<file path="config.mk">
export PLATFORM = sky130hd
export DESIGN_NAME = bus_arbiter
export DESIGN_NICKNAME = d
export VERILOG_FILES = /design/src/rtl/arb_pkg.sv /design/src/rtl/arb_pick.sv /design/src/rtl/arb_timer.sv /design/src/rtl/bus_arbiter.sv
export SDC_FILE = /design/constraint.sdc
export NUM_CORES = 1
export LEC_CHECK = 0
export BUFFER_PORTS_ARGS = -buffer_cell sky130_fd_sc_hd__buf_2
export CELL_PAD_IN_SITES_DETAIL_PLACEMENT = 1
export CELL_PAD_IN_SITES_GLOBAL_PLACEMENT = 2
export CORE_MARGIN = 2
export CORE_UTILIZATION = 34
export DETAILED_ROUTE_END_ITERATION = 8
export GPL_TIMING_DRIVEN = 0
export PLACE_DENSITY_LB_ADDON = 0.1
export SYNTH_ARGS = -nofsm -noshare
export SYNTH_HDL_FRONTEND = slang
export SYNTH_SLANG_ARGS = --single-unit
</file>
<file path="constraint.sdc">
create_clock -name clk -period 3.6 [get_ports clk]
set_input_delay 0.54 -clock clk [delete_from_list [all_inputs] [get_ports clk]]
set_output_delay 0.54 -clock clk [all_outputs]
set_load 0.005 [all_outputs]
</file>
<file path="src/rtl/arb_pkg.sv">
package arb_pkg;

    // Controller states
    typedef enum logic [1:0] {
        ST_IDLE  = 2'd0,
        ST_GRANT = 2'd1,
        ST_HOLD  = 2'd2
    } arb_state_t;

    // Interrupt level carried by bit 0 of the request vector
    localparam int BR_BASE_LVL = 4;

endpackage

</file>
<file path="src/rtl/arb_pick.sv">
// Combinational level selection: non-processor bit first, then the
// highest interrupt level that exceeds the processor priority.
module arb_pick
    import arb_pkg::*;
#(
    parameter int NUM_BR = 4,
    parameter int LVL_W  = 3
) (
    input  logic [NUM_BR:0]   req_i,
    input  logic [LVL_W-1:0]  cpu_lvl_i,
    output logic [NUM_BR:0]   pick_o
);

    logic [NUM_BR-1:0] br_ok;

    generate
        for (genvar g = 0; g < NUM_BR; g++) begin : g_mask
            localparam int THIS_LVL = BR_BASE_LVL + g;
            assign br_ok[g] = req_i[g] && (int'(cpu_lvl_i) < THIS_LVL);
        end
    endgenerate

    always_comb begin
        logic found;
        pick_o = '0;
        found  = 1'b0;
        if (req_i[NUM_BR]) begin
            pick_o[NUM_BR] = 1'b1;
        end else begin
            for (int i = NUM_BR - 1; i >= 0; i--) begin
                if (br_ok[i] && !found) begin
                    pick_o[i] = 1'b1;
                    found     = 1'b1;
                end
            end
        end
    end

endmodule

</file>
<file path="src/rtl/arb_timer.sv">
// Counts cycles spent with a grant raised; flags the last allowed cycle.
module arb_timer #(
    parameter int TIMEOUT = 8
) (
    input  logic clk,
    input  logic rst_n,
    input  logic run_i,
    output logic expired_o
);

    localparam int CW = (TIMEOUT > 1) ? $clog2(TIMEOUT + 1) : 1;
    localparam logic [CW-1:0] LIM = CW'(TIMEOUT - 1);

    logic [CW-1:0] cnt_q;

    always_ff @(posedge clk or negedge rst_n) begin
        if (!rst_n) begin
            cnt_q <= '0;
        end else if (!run_i) begin
            cnt_q <= '0;
        end else if (cnt_q != LIM) begin
            cnt_q <= cnt_q + 1'b1;
        end
    end

    assign expired_o = run_i && (cnt_q == LIM);

endmodule

</file>
<file path="src/rtl/bus_arbiter.sv">
module bus_arbiter
    import arb_pkg::*;
#(
    parameter int NUM_BR  = 4,
    parameter int LVL_W   = 3,
    parameter int TIMEOUT = 8
) (
    input  logic              clk,
    input  logic              rst_n,
    input  logic [NUM_BR:0]   req_i,
    input  logic [LVL_W-1:0]  cpu_lvl_i,
    input  logic              ack_i,
    input  logic              busy_i,
    output logic [NUM_BR:0]   grant_o
);

    arb_state_t        state_q, state_d;
    logic [NUM_BR:0]   pick;
    logic [NUM_BR:0]   grant_q;
    logic              free_q;
    logic              expired;

    arb_pick #(
        .NUM_BR (NUM_BR),
        .LVL_W  (LVL_W)
    ) u_pick (
        .req_i     (req_i),
        .cpu_lvl_i (cpu_lvl_i),
        .pick_o    (pick)
    );

    arb_timer #(
        .TIMEOUT (TIMEOUT)
    ) u_timer (
        .clk       (clk),
        .rst_n     (rst_n),
        .run_i     (state_q == ST_GRANT),
        .expired_o (expired)
    );

    // Next-state selection
    always_comb begin
        state_d = state_q;
        unique case (state_q)
            ST_IDLE: begin
                if (|pick) state_d = ST_GRANT;            // pick
            end
            ST_GRANT: begin
                if (ack_i)        state_d = ST_HOLD;      // accept
                else if (expired) state_d = ST_IDLE;      // expire
            end
            ST_HOLD: begin
                if (!ack_i && (free_q || !busy_i))
                    state_d = ST_IDLE;                    // release
            end
            default: state_d = ST_IDLE;
        endcase
    end

    // State register
    always_ff @(posedge clk or negedge rst_n) begin
        if (!rst_n) state_q <= ST_IDLE;
        else        state_q <= state_d;
    end

    // Registered outputs and hold bookkeeping
    always_ff @(posedge clk or negedge rst_n) begin
        if (!rst_n) begin
            grant_q <= '0;
            free_q  <= 1'b0;
        end else begin
            if (state_q == ST_IDLE && state_d == ST_GRANT)
                grant_q <= pick;
            else if (state_d != ST_GRANT)
                grant_q <= '0;

            unique case (state_q)
                ST_GRANT: free_q <= !busy_i;
                ST_HOLD:  free_q <= free_q || !busy_i;
                default:  free_q <= 1'b0;
            endcase
        end
    end

    assign grant_o = grant_q;

endmodule

</file>
# [After elaboration in Yosys (flattened, before gate mapping)]
# Cells that the tools add are included.
[op_classes] add_sub_neg=1 order_cmp=4 n_eq_ne=7 muxes=21 n_reduce_logical=19
[ops] cell="$lt 3x3->1 const B" count=4
[ops] cell="$mux 4" count=3
[ops] cell="$logic_and 1x1->1" count=10
[ops] cell="$mux 1" count=10
[ops] cell="$mux 5" count=2
[ops] cell="$mux 2" count=4
[ops] cell="$pmux 2 s3" count=1
[ops] cell="$logic_not 1->1" count=5
[ops] cell="$reduce_or 5->1" count=1
[ops] cell="$add 4x1->4 const B" count=1
[ops] cell="$eq 2x1->1 const B" count=2
[ops] cell="$eq 4x3->1 const B" count=1
[ops] cell="$ne 4x3->1 const B" count=1
[ops] cell="$eq 2x2->1 const B" count=1
[ops] cell="$logic_not 2->1" count=1
[ops] cell="$ne 2x1->1 const B" count=1
[ops] cell="$ne 2x2->1 const B" count=1
[ops] cell="$pmux 1 s2" count=1
[ops] cell="$reduce_bool 2->1" count=1
[ops] cell="$logic_or 1x1->1" count=1
[totals] reg_bits=12 inputBits=12 word_cells=56

# [Logic depth before layout (Yosys ltp)]
# Gate-level depths: netlist of run 1.
[depth] depth_word=22 mapped_depth=7 mapped_depth_nobuf=7

# [Hierarchy]
# Synthesis of run 1 repeated with hierarchy kept, for this count alone.
[hier_totals] cells_unflattened=80 area_unflattened_um2=764.5
[modules_own_cells] mod="bus_arbiter" instances=1 cells_each=46 area_each_um2=483.0
[modules_own_cells] mod="arb_timer" instances=1 cells_each=19 area_each_um2=206.4
[modules_own_cells] mod="arb_pick" instances=1 cells_each=15 area_each_um2=75.1

# [Worst setup path before layout of run 1]
# OpenSTA, ideal clock, no wires.
[synth_path] kind="reg2reg" start="register state_q[0]" end="register state_q[1]" setup_time_ns=0.118 t_arrival_ns=1.419 slack_ns=2.063 stages_incl_launch_ff=8 cell_sequence="dfrtp_1 -> inv_1 -> ha_1 -> inv_1 -> nor2_1 -> o2111a_1 -> a211o_4 -> nor2b_1"
[synth_via] elab_chain_len=5
[synth_rtl] element="from (decl)" line="bus_arbiter.sv:17" source="arb_state_t state_q, state_d;"
[synth_rtl] element="from (signal assigned)" line="bus_arbiter.sv:63" source="else state_q <= state_d;"
[synth_rtl] element="$eq 2x1->1" line="bus_arbiter.sv:37, bus_arbiter.sv:44"
[synth_rtl] element="$logic_and 1x1->1" line="arb_timer.sv:26" source="assign expired_o = run_i && (cnt_q == LIM);"
[synth_rtl] element="$mux 2" line="bus_arbiter.sv:50" source="else if (expired) state_d = ST_IDLE;"
[synth_rtl] element="$mux 2" line="bus_arbiter.sv:49" source="if (ack_i) state_d = ST_HOLD;"
[synth_rtl] element="$pmux 2 s3 (*)" line="bus_arbiter.sv:44" source="unique case (state_q)"
[synth_rtl] element="net state_d[1]" line="bus_arbiter.sv:17"
# Mark *: on every way through the listed nets, which the timed path passes. The rest lies on a longest branch.
# A chain may end at the register's enable or synchronous reset.

# [Final worst setup path of run 1]
[layout_path] start="register state_q[1]" end="register grant_q[1], in the netlist grant_o[1]"
[layout_via] elab_chain_len=8
[layout_rtl] element="$eq 2x1->1" line="bus_arbiter.sv:37, bus_arbiter.sv:44"
[layout_rtl] element="$logic_and 1x1->1" line="arb_timer.sv:26"
[layout_rtl] element="$mux 2" line="bus_arbiter.sv:50"
[layout_rtl] element="$mux 2" line="bus_arbiter.sv:49"
[layout_rtl] element="$pmux 2 s3" line="bus_arbiter.sv:44"
[layout_rtl] element="$eq 2x1->1" line="bus_arbiter.sv:72" source="if (state_q == ST_IDLE && state_d == ST_GRANT)"
[layout_rtl] element="$logic_and 1x1->1" line="bus_arbiter.sv:72"
[layout_rtl] element="$mux 5 or $reduce_bool 2->1 (tied branches)"
[layout_rtl] element="to (signal assigned)" line="bus_arbiter.sv:73" source="grant_q <= pick;"
[layout_rtl] element="to (decl)" line="bus_arbiter.sv:19" source="logic [NUM_BR:0] grant_q;"
# Parallel ways exist; a longest one is shown, timed or not.

==> reports/metrics.cfg, run 1 <==
[sta]
final.period_utilization=0.493
fin_skew_ns=0.000905
relSlewSlack=0.746
worstMarginPinSlew_ns=0.375
setup_viol=0
rsz0062_at_grt=false
clock.fmax_ghz=0.563
min_period_ns=1.78
fin_tns_setup_ns=0
maxSlewViolCount=0
finalHoldViolations=0
hold-worst-slack_ns=0.126

[synthesis]
syn_area_per_cell_um2=10.3
yosysWarnings=0
synth_cell_types=29
synthArstFlopShare=1.00
synth_top_area_share=0.409
syn_area_um2=734
synthCells=71
yosys_most_used_dff=dfrtp_1
synth_enable_flop_cells=0
synthTopCellsByArea=dfrtp_1 (41%), ha_1 (8.5%), nor3_2 (6.8%)
synth-seq-cells=12
yosysTopAreaCell=dfrtp_1
synth_nets=88
ys_seq_area_frac=0.409

[grt]
grt_pass1_wl_um=2840
grt_pass1_vias=568
antenna_found_initial=0
grt_usage=0.152
grt_max_degree=13
gr-total-overflow=0

[floorplan]
die-width_um=50.5
design.die.area_um2=2550
rows=16
fp.coreArea_um2=2000
num_io_pins=17
die_height_um=50.5
start_util=0.367

[clocking]
hold_buffers=0
clock-sinks=12
cts_resized=0
tritoncts=done
insertion_delay_ns=0.27
cts_buffers=3
clockBufferDepth=2
cts_setup_buffers=0
htreeDepth=1
clkTransAtPathRegs_ns=0.07
root_buffer=clkbuf_4

[critical_path]
end_kind=register
cpMaxStageDelayCell=dfrtp_1
slowest_delay_ns=0.42
reg2reg_from=state_q[1]$_DFF_PN0_
crit_path_cell_trace=inv_1 -> ha_1 -> nand3b_1 -> a311oi_1 -> nand2_1 -> nor3_2
crit_type=register to register
crit_fanout=7
critPathLaunchType=register
arrival_ns=1.97
critPathLaunch=state_q[1]$_DFF_PN0_
cp.required_ns=3.80

[routing]
route.detailed.wl_per_inst_um=13.4
drt_wl_total_um=1580
firstDrtPassIters=3
viasPerCell=4.97
initialDrtViolationCount=4
vias=586
drc=0
postRouteAntennaNets=0

[layout]
fin_nets=109
area_growth_pct=20.4
drive_above_1_share=0.308
diodes=0

[pwr]
powerDensity_nw_per_um2=596
ir_drop_uv=308
p_leak_nw=0.465

[min_path]
min_path_type=input pin to async pin

[placed_design]
place_congestion=0.730
io_buffers=16
dp_hpwl_um=1250

[run]
maxCapViolations=0

[status]
outcome=completed

synth_stat cells (2+ instances only):
cell	instances
nor3_2	5
mux2i_1	2
nor2b_1	3
nor2_1	6
nand2b_1	2
nand3_1	2
inv_1	4
dfrtp_1	12
ha_1	5
o21ai_0	2
a21oi_1	3
o21ai_1	2
xor2_1	2
and2_1	3
nand2_1	4
worst max-delay path: cells and delay by family (launching register included):
family                   cells  cell delay [ns]
AND/OR/NAND/NOR              3             0.58
flip-flops                   1             0.42
adder cells (fa/ha/maj)      1             0.31
AO/OA/AOI/OAI                1             0.26
buffers and inverters        1             0.11
path summary, 6_finish.rpt:
check | to | slack [ns] | cells past startpoint
worst max-delay path | grant_o[1]$_DFFE_PN0P_ | 1.82 | 6
worst min-delay path | u_timer.cnt_q[0]$_DFFE_PN0N_ | 0.13 | 1
worst max register to register | grant_o[1]$_DFFE_PN0P_ | 1.82 | 6
worst min register to register | u_timer.cnt_q[2]$_DFFE_PN0N_ | 0.54 | 1
max in group asynchronous | grant_o[0]$_DFFE_PN0P_ | 3.26 | 1
min in group clk | u_timer.cnt_q[2]$_DFFE_PN0N_ | 0.54 | 1
through the flow:
step	cell area, µm²	utilization	instances	power (mW)	worst slack, ns
5_1_grt	885	0.442	118	0.586	1.54
4_1_cts	885	0.442	118	0.540	1.79
3_5_place_dp	848	0.424	114	0.427	1.83
3_3_place_gp	848	0.424	114	0.426	1.80
2_1_floorplan	734	-	71	0.359	2.06
6_report	885	0.442	118	0.527	1.82
kinds of logic (layout without fill, tap and decap cells):
family                   count (synthesis)  count (layout)  synth area share
buffers and inverters                    4              24            0.0204
multiplexers                             2               2            0.0273
AO/OA/AOI/OAI                           16              16             0.162
adder cells (fa/ha/maj)                  5               5            0.0852
XOR/XNOR                                 2               2            0.0239
flip-flops                              12              12             0.409
AND/OR/NAND/NOR                         30              30             0.273
state kept, by name, summed over array words and instances, names as in the netlist:
signal	cells
u_timer.cnt_q	4
grant_o	5
state_q	2
free_q	1
routing by layer:
| layer | share of wire | vias up | track usage |
|---|---|---|---|
| li1 | - | 298 | - |
| met1 | 0.53 | 278 | 0.234 |
| met2 | 0.42 | 8 | 0.200 |
| met3 | 0.027 | 2 | 0.0357 |
| met4 | 0.017 | 0 | 0.0676 |
| met5 | 0 | - | 0 |
power by group:
part	leakage [nW]	internal, mW	switching, mW
Combinational	0.281	0.0882	0.135
Clock	0.0210	0.0615	0.0459
Sequential	0.163	0.167	0.0292
cell type report:
type	instances	area, µm²
inverter	4	15.0
sequential	12	300
tap	27	33.8
clock buffer	4	36.3
multi-input combinational	55	419
timing repair buffer	16	80.1
fill	249	1120
layout by cell type (no fill, tap or decap):
cell	synthesis	layout
nor2b_2	1	1
clkbuf_4	0	3
nor4b_1	1	1
nor3_2	5	5
dfrtp_1	12	12
o32ai_1	1	1
a311oi_1	1	1
o21ai_1	2	2
a21oi_1	3	3
nand2b_1	2	2
ha_1	5	5
nand3b_1	1	1
nor2b_1	3	3
buf_2	0	16
o21ai_0	2	2
o2111a_1	1	1
nand2_1	4	4
nand3b_4	1	1
a211oi_1	1	1
mux2i_1	2	2
a22oi_1	1	1
inv_1	4	4
nor2_1	6	6
a31oi_1	1	1
nand3_1	2	2
a32oi_1	1	1
xor2_1	2	2
a211o_4	1	1
o211ai_1	1	1
clkbuf_8	0	1
and2_1	3	3
nor3b_1	1	1
Note: power is estimated with default switching activity, not from simulation.
==> inputs of run 2 (changes only) <==
- CORE_ASPECT_RATIO: not set -> 2
- CORE_UTILIZATION: 34 -> 28
- clock period: 3.6 -> 1.4 ns (I/O delays scaled with it)
==> run 2 against run 1 <==
Compared with the run above:
- the run now ends with setup timing left
- clock skew increased by 0.0021 ns
- sequential share of layout area decreased by 6.9 points
- register-to-register slack got worse by 1.9 ns
- critical endpoint is now grant_o[4]$_DFFE_PN0P_
==> reports/metrics.cfg, run 2 (synthesis gave the netlist of run 1 again) <==
[floorplan]
start_util=0.289  ; -0.0774
rows=26  ; +10
num_io_pins=17  ; unchanged
design.die.area_um2=3070  ; +21%
die_height_um=76.4  ; +51%
fp.coreArea_um2=2540  ; +27%
die-width_um=40.2  ; -20%

[layout]
area_growth_pct=52.0
final_util=0.440  ; -0.00203
diodes=0  ; unchanged
fin_nets=124  ; +14%
drive_above_1_share=0.557  ; +0.249
final_common_cell=buf_2
layout_common_cells=buf_2 (16), buf_4 (12), dfrtp_1 (11)
largest_register_ffs=5  ; unchanged
fin_cells=134  ; +14%

[critical_path]
crit_fanout=6  ; -1
reg2reg_from=state_q[0]$_DFF_PN0_
reg2reg_slack_ns=-0.09  ; -1.92 ns
critPathLaunchType=register
r2r_end=grant_o[4]$_DFFE_PN0P_
end_kind=register
rr_worst_depth=6  ; unchanged
crit_type=register to register
arrival_ns=1.65  ; -0.32 ns
cp.required_ns=1.56  ; -2.24 ns

[run]
maxCapViolations=0  ; unchanged

[pwr]
ir_drop_uv=868  ; +180%
seqPwrFrac=0.254  ; -0.118
internal_power_mw=1.24  ; +290%
powerDensity_nw_per_um2=1760  ; +190%
p_leak_nw=0.543  ; +17%
clkPwrFrac=0.192  ; -0.012
switchingPower_mw=0.719  ; +240%
pwr-share-comb=0.554  ; +0.130
p_sw_frac=0.367  ; -0.0330

[clocking]
tritoncts=done
clock-sinks=12  ; unchanged
htreeDepth=1  ; unchanged
cts_buffers=3  ; unchanged
clockBufferDepth=2  ; unchanged
insertion_delay_ns=0.24  ; -0.03 ns
clkTransAtPathRegs_ns=0.06  ; about the same
root_buffer=clkbuf_8

[grt]
grt_usage=0.154  ; +0.00198
gr-total-overflow=0  ; unchanged
antenna_found_initial=0  ; unchanged
grt_pass1_wl_um=3250  ; +14%
grt_pass1_vias=753  ; +33%
grt_max_degree=13  ; unchanged

[routing]
drc=0  ; unchanged
postRouteAntennaNets=0  ; unchanged
firstDrtPassIters=2  ; -1
vias=684  ; +17%
viasPerCell=5.10  ; +2.8%
route.detailed.wl_per_inst_um=14.8  ; +10%
drt_wl_total_um=1980  ; +25%
initialDrtViolationCount=3  ; -1

[sta]
finalHoldViolations=0  ; unchanged
worstMarginPinSlew_ns=0.341  ; -0.0343 ns
final.period_utilization=1.07  ; +0.573
rsz0062_at_grt=true
clock.fmax_ghz=0.670  ; +19%
min_period_ns=1.49  ; -0.283 ns
fin_skew_ns=0.00301  ; +0.00210 ns
setup_ws_ns=-0.0934  ; -1.92 ns
setup_viol=7  ; +7
maxSlewViolCount=0  ; unchanged
relSlewSlack=0.772  ; +0.0257

[placed_design]
io_buffers=16  ; unchanged
dpl.cell_count=115  ; +0.88%
place_congestion=0.681  ; -6.6%
dp_hpwl_um=1530  ; +23%
pre_cts_ws_ns=-0.297  ; -2.13 ns

[min_path]
min_path_type=input pin to register
holdPathStages=3
hold-path-endpoint=free_q$_DFF_PN0_
hp-start=busy_i

[status]
violations=setup timing
outcome=complete, but fails checks

[run 2: changes by cell type in the layout (fill, tap and decap cells not counted), sizes merged]
cell         before  now
buf              16   30
dlygate4sd3       0    1
[run 2: through the flow]
stage               total power [mW]  instance area, µm²  setup TNS [ns]  hold WS (ns)
finish                          1.96                1120          -0.477         0.287
global route                    2.11                1120          -0.951         0.309
CTS                             1.97                1110          -0.509         0.283
detailed placement              1.24                 891           -1.77         0.111
global placement                1.21                 891           -1.38         0.111
floorplan                       1.02                 776          -0.185       -0.0856
[run 2: routing by layer]
metal / global-route usage / vias to the layer above / part of all wire
met5: 0 / - / 0
met4: 0.0700 / 0 / 0.011
met3: 0.0175 / 2 / 0.029
met2: 0.292 / 13 / 0.63
met1: 0.143 / 341 / 0.33
li1: - / 328 / -
[run 2: cell type report]
class	count	area, µm²
flip-flops and latches	12	302
multi-input cells	55	504
fillers	301	1420
clock buffers	4	55.1
repair buffers	31	203
well taps	28	35.0
inverters	4	17.5
[run 2: critical path, cell delays in order (launching register included)]
cell and delay [ns]:
dfrtp_2 0.42, buf_6 0.14, ha_4 0.17, nand2_4 0.07
a21oi_2 0.06, a211o_4 0.36, nor3_2 0.18
[run 2: power groups by stage]
stage               sequential, mW  combinational [mW]  clock (mW)
global route                 0.511                1.19       0.405
CTS                          0.501                1.08       0.391
global placement             0.533               0.679           0
finish                       0.499                1.09       0.376
detailed placement           0.538               0.698           0
floorplan                    0.518               0.506           0
[run 2: how the worst max path moves through the flow]
stage	from	to	slack [ns]	depth (start not counted)
final	state_q[0]$_DFF_PN0_	grant_o[4]$_DFFE_PN0P_	-0.09	6
after floorplan	state_q[0]$_DFF_PN0_	state_q[1]$_DFF_PN0_	-0.05	7
after global placement	state_q[0]$_DFF_PN0_	grant_o[0]$_DFFE_PN0P_	-0.24	6
after detailed placement	state_q[0]$_DFF_PN0_	grant_o[0]$_DFFE_PN0P_	-0.30	6
after CTS	state_q[0]$_DFF_PN0_	grant_o[0]$_DFFE_PN0P_	-0.09	5
after global routing	state_q[0]$_DFF_PN0_	grant_o[4]$_DFFE_PN0P_	-0.16	6
[run 2: what timing repair did]
item / CTS / global route
gates cloned: 0 / 0
buffers inserted: 13 / 1
pin swaps: 8 / 0
endpoints found under the hold margin: 12 / 0
hold buffers: 1 / 0
setup endpoints to repair: 7 / 8
gates resized for setup: 14 / 0
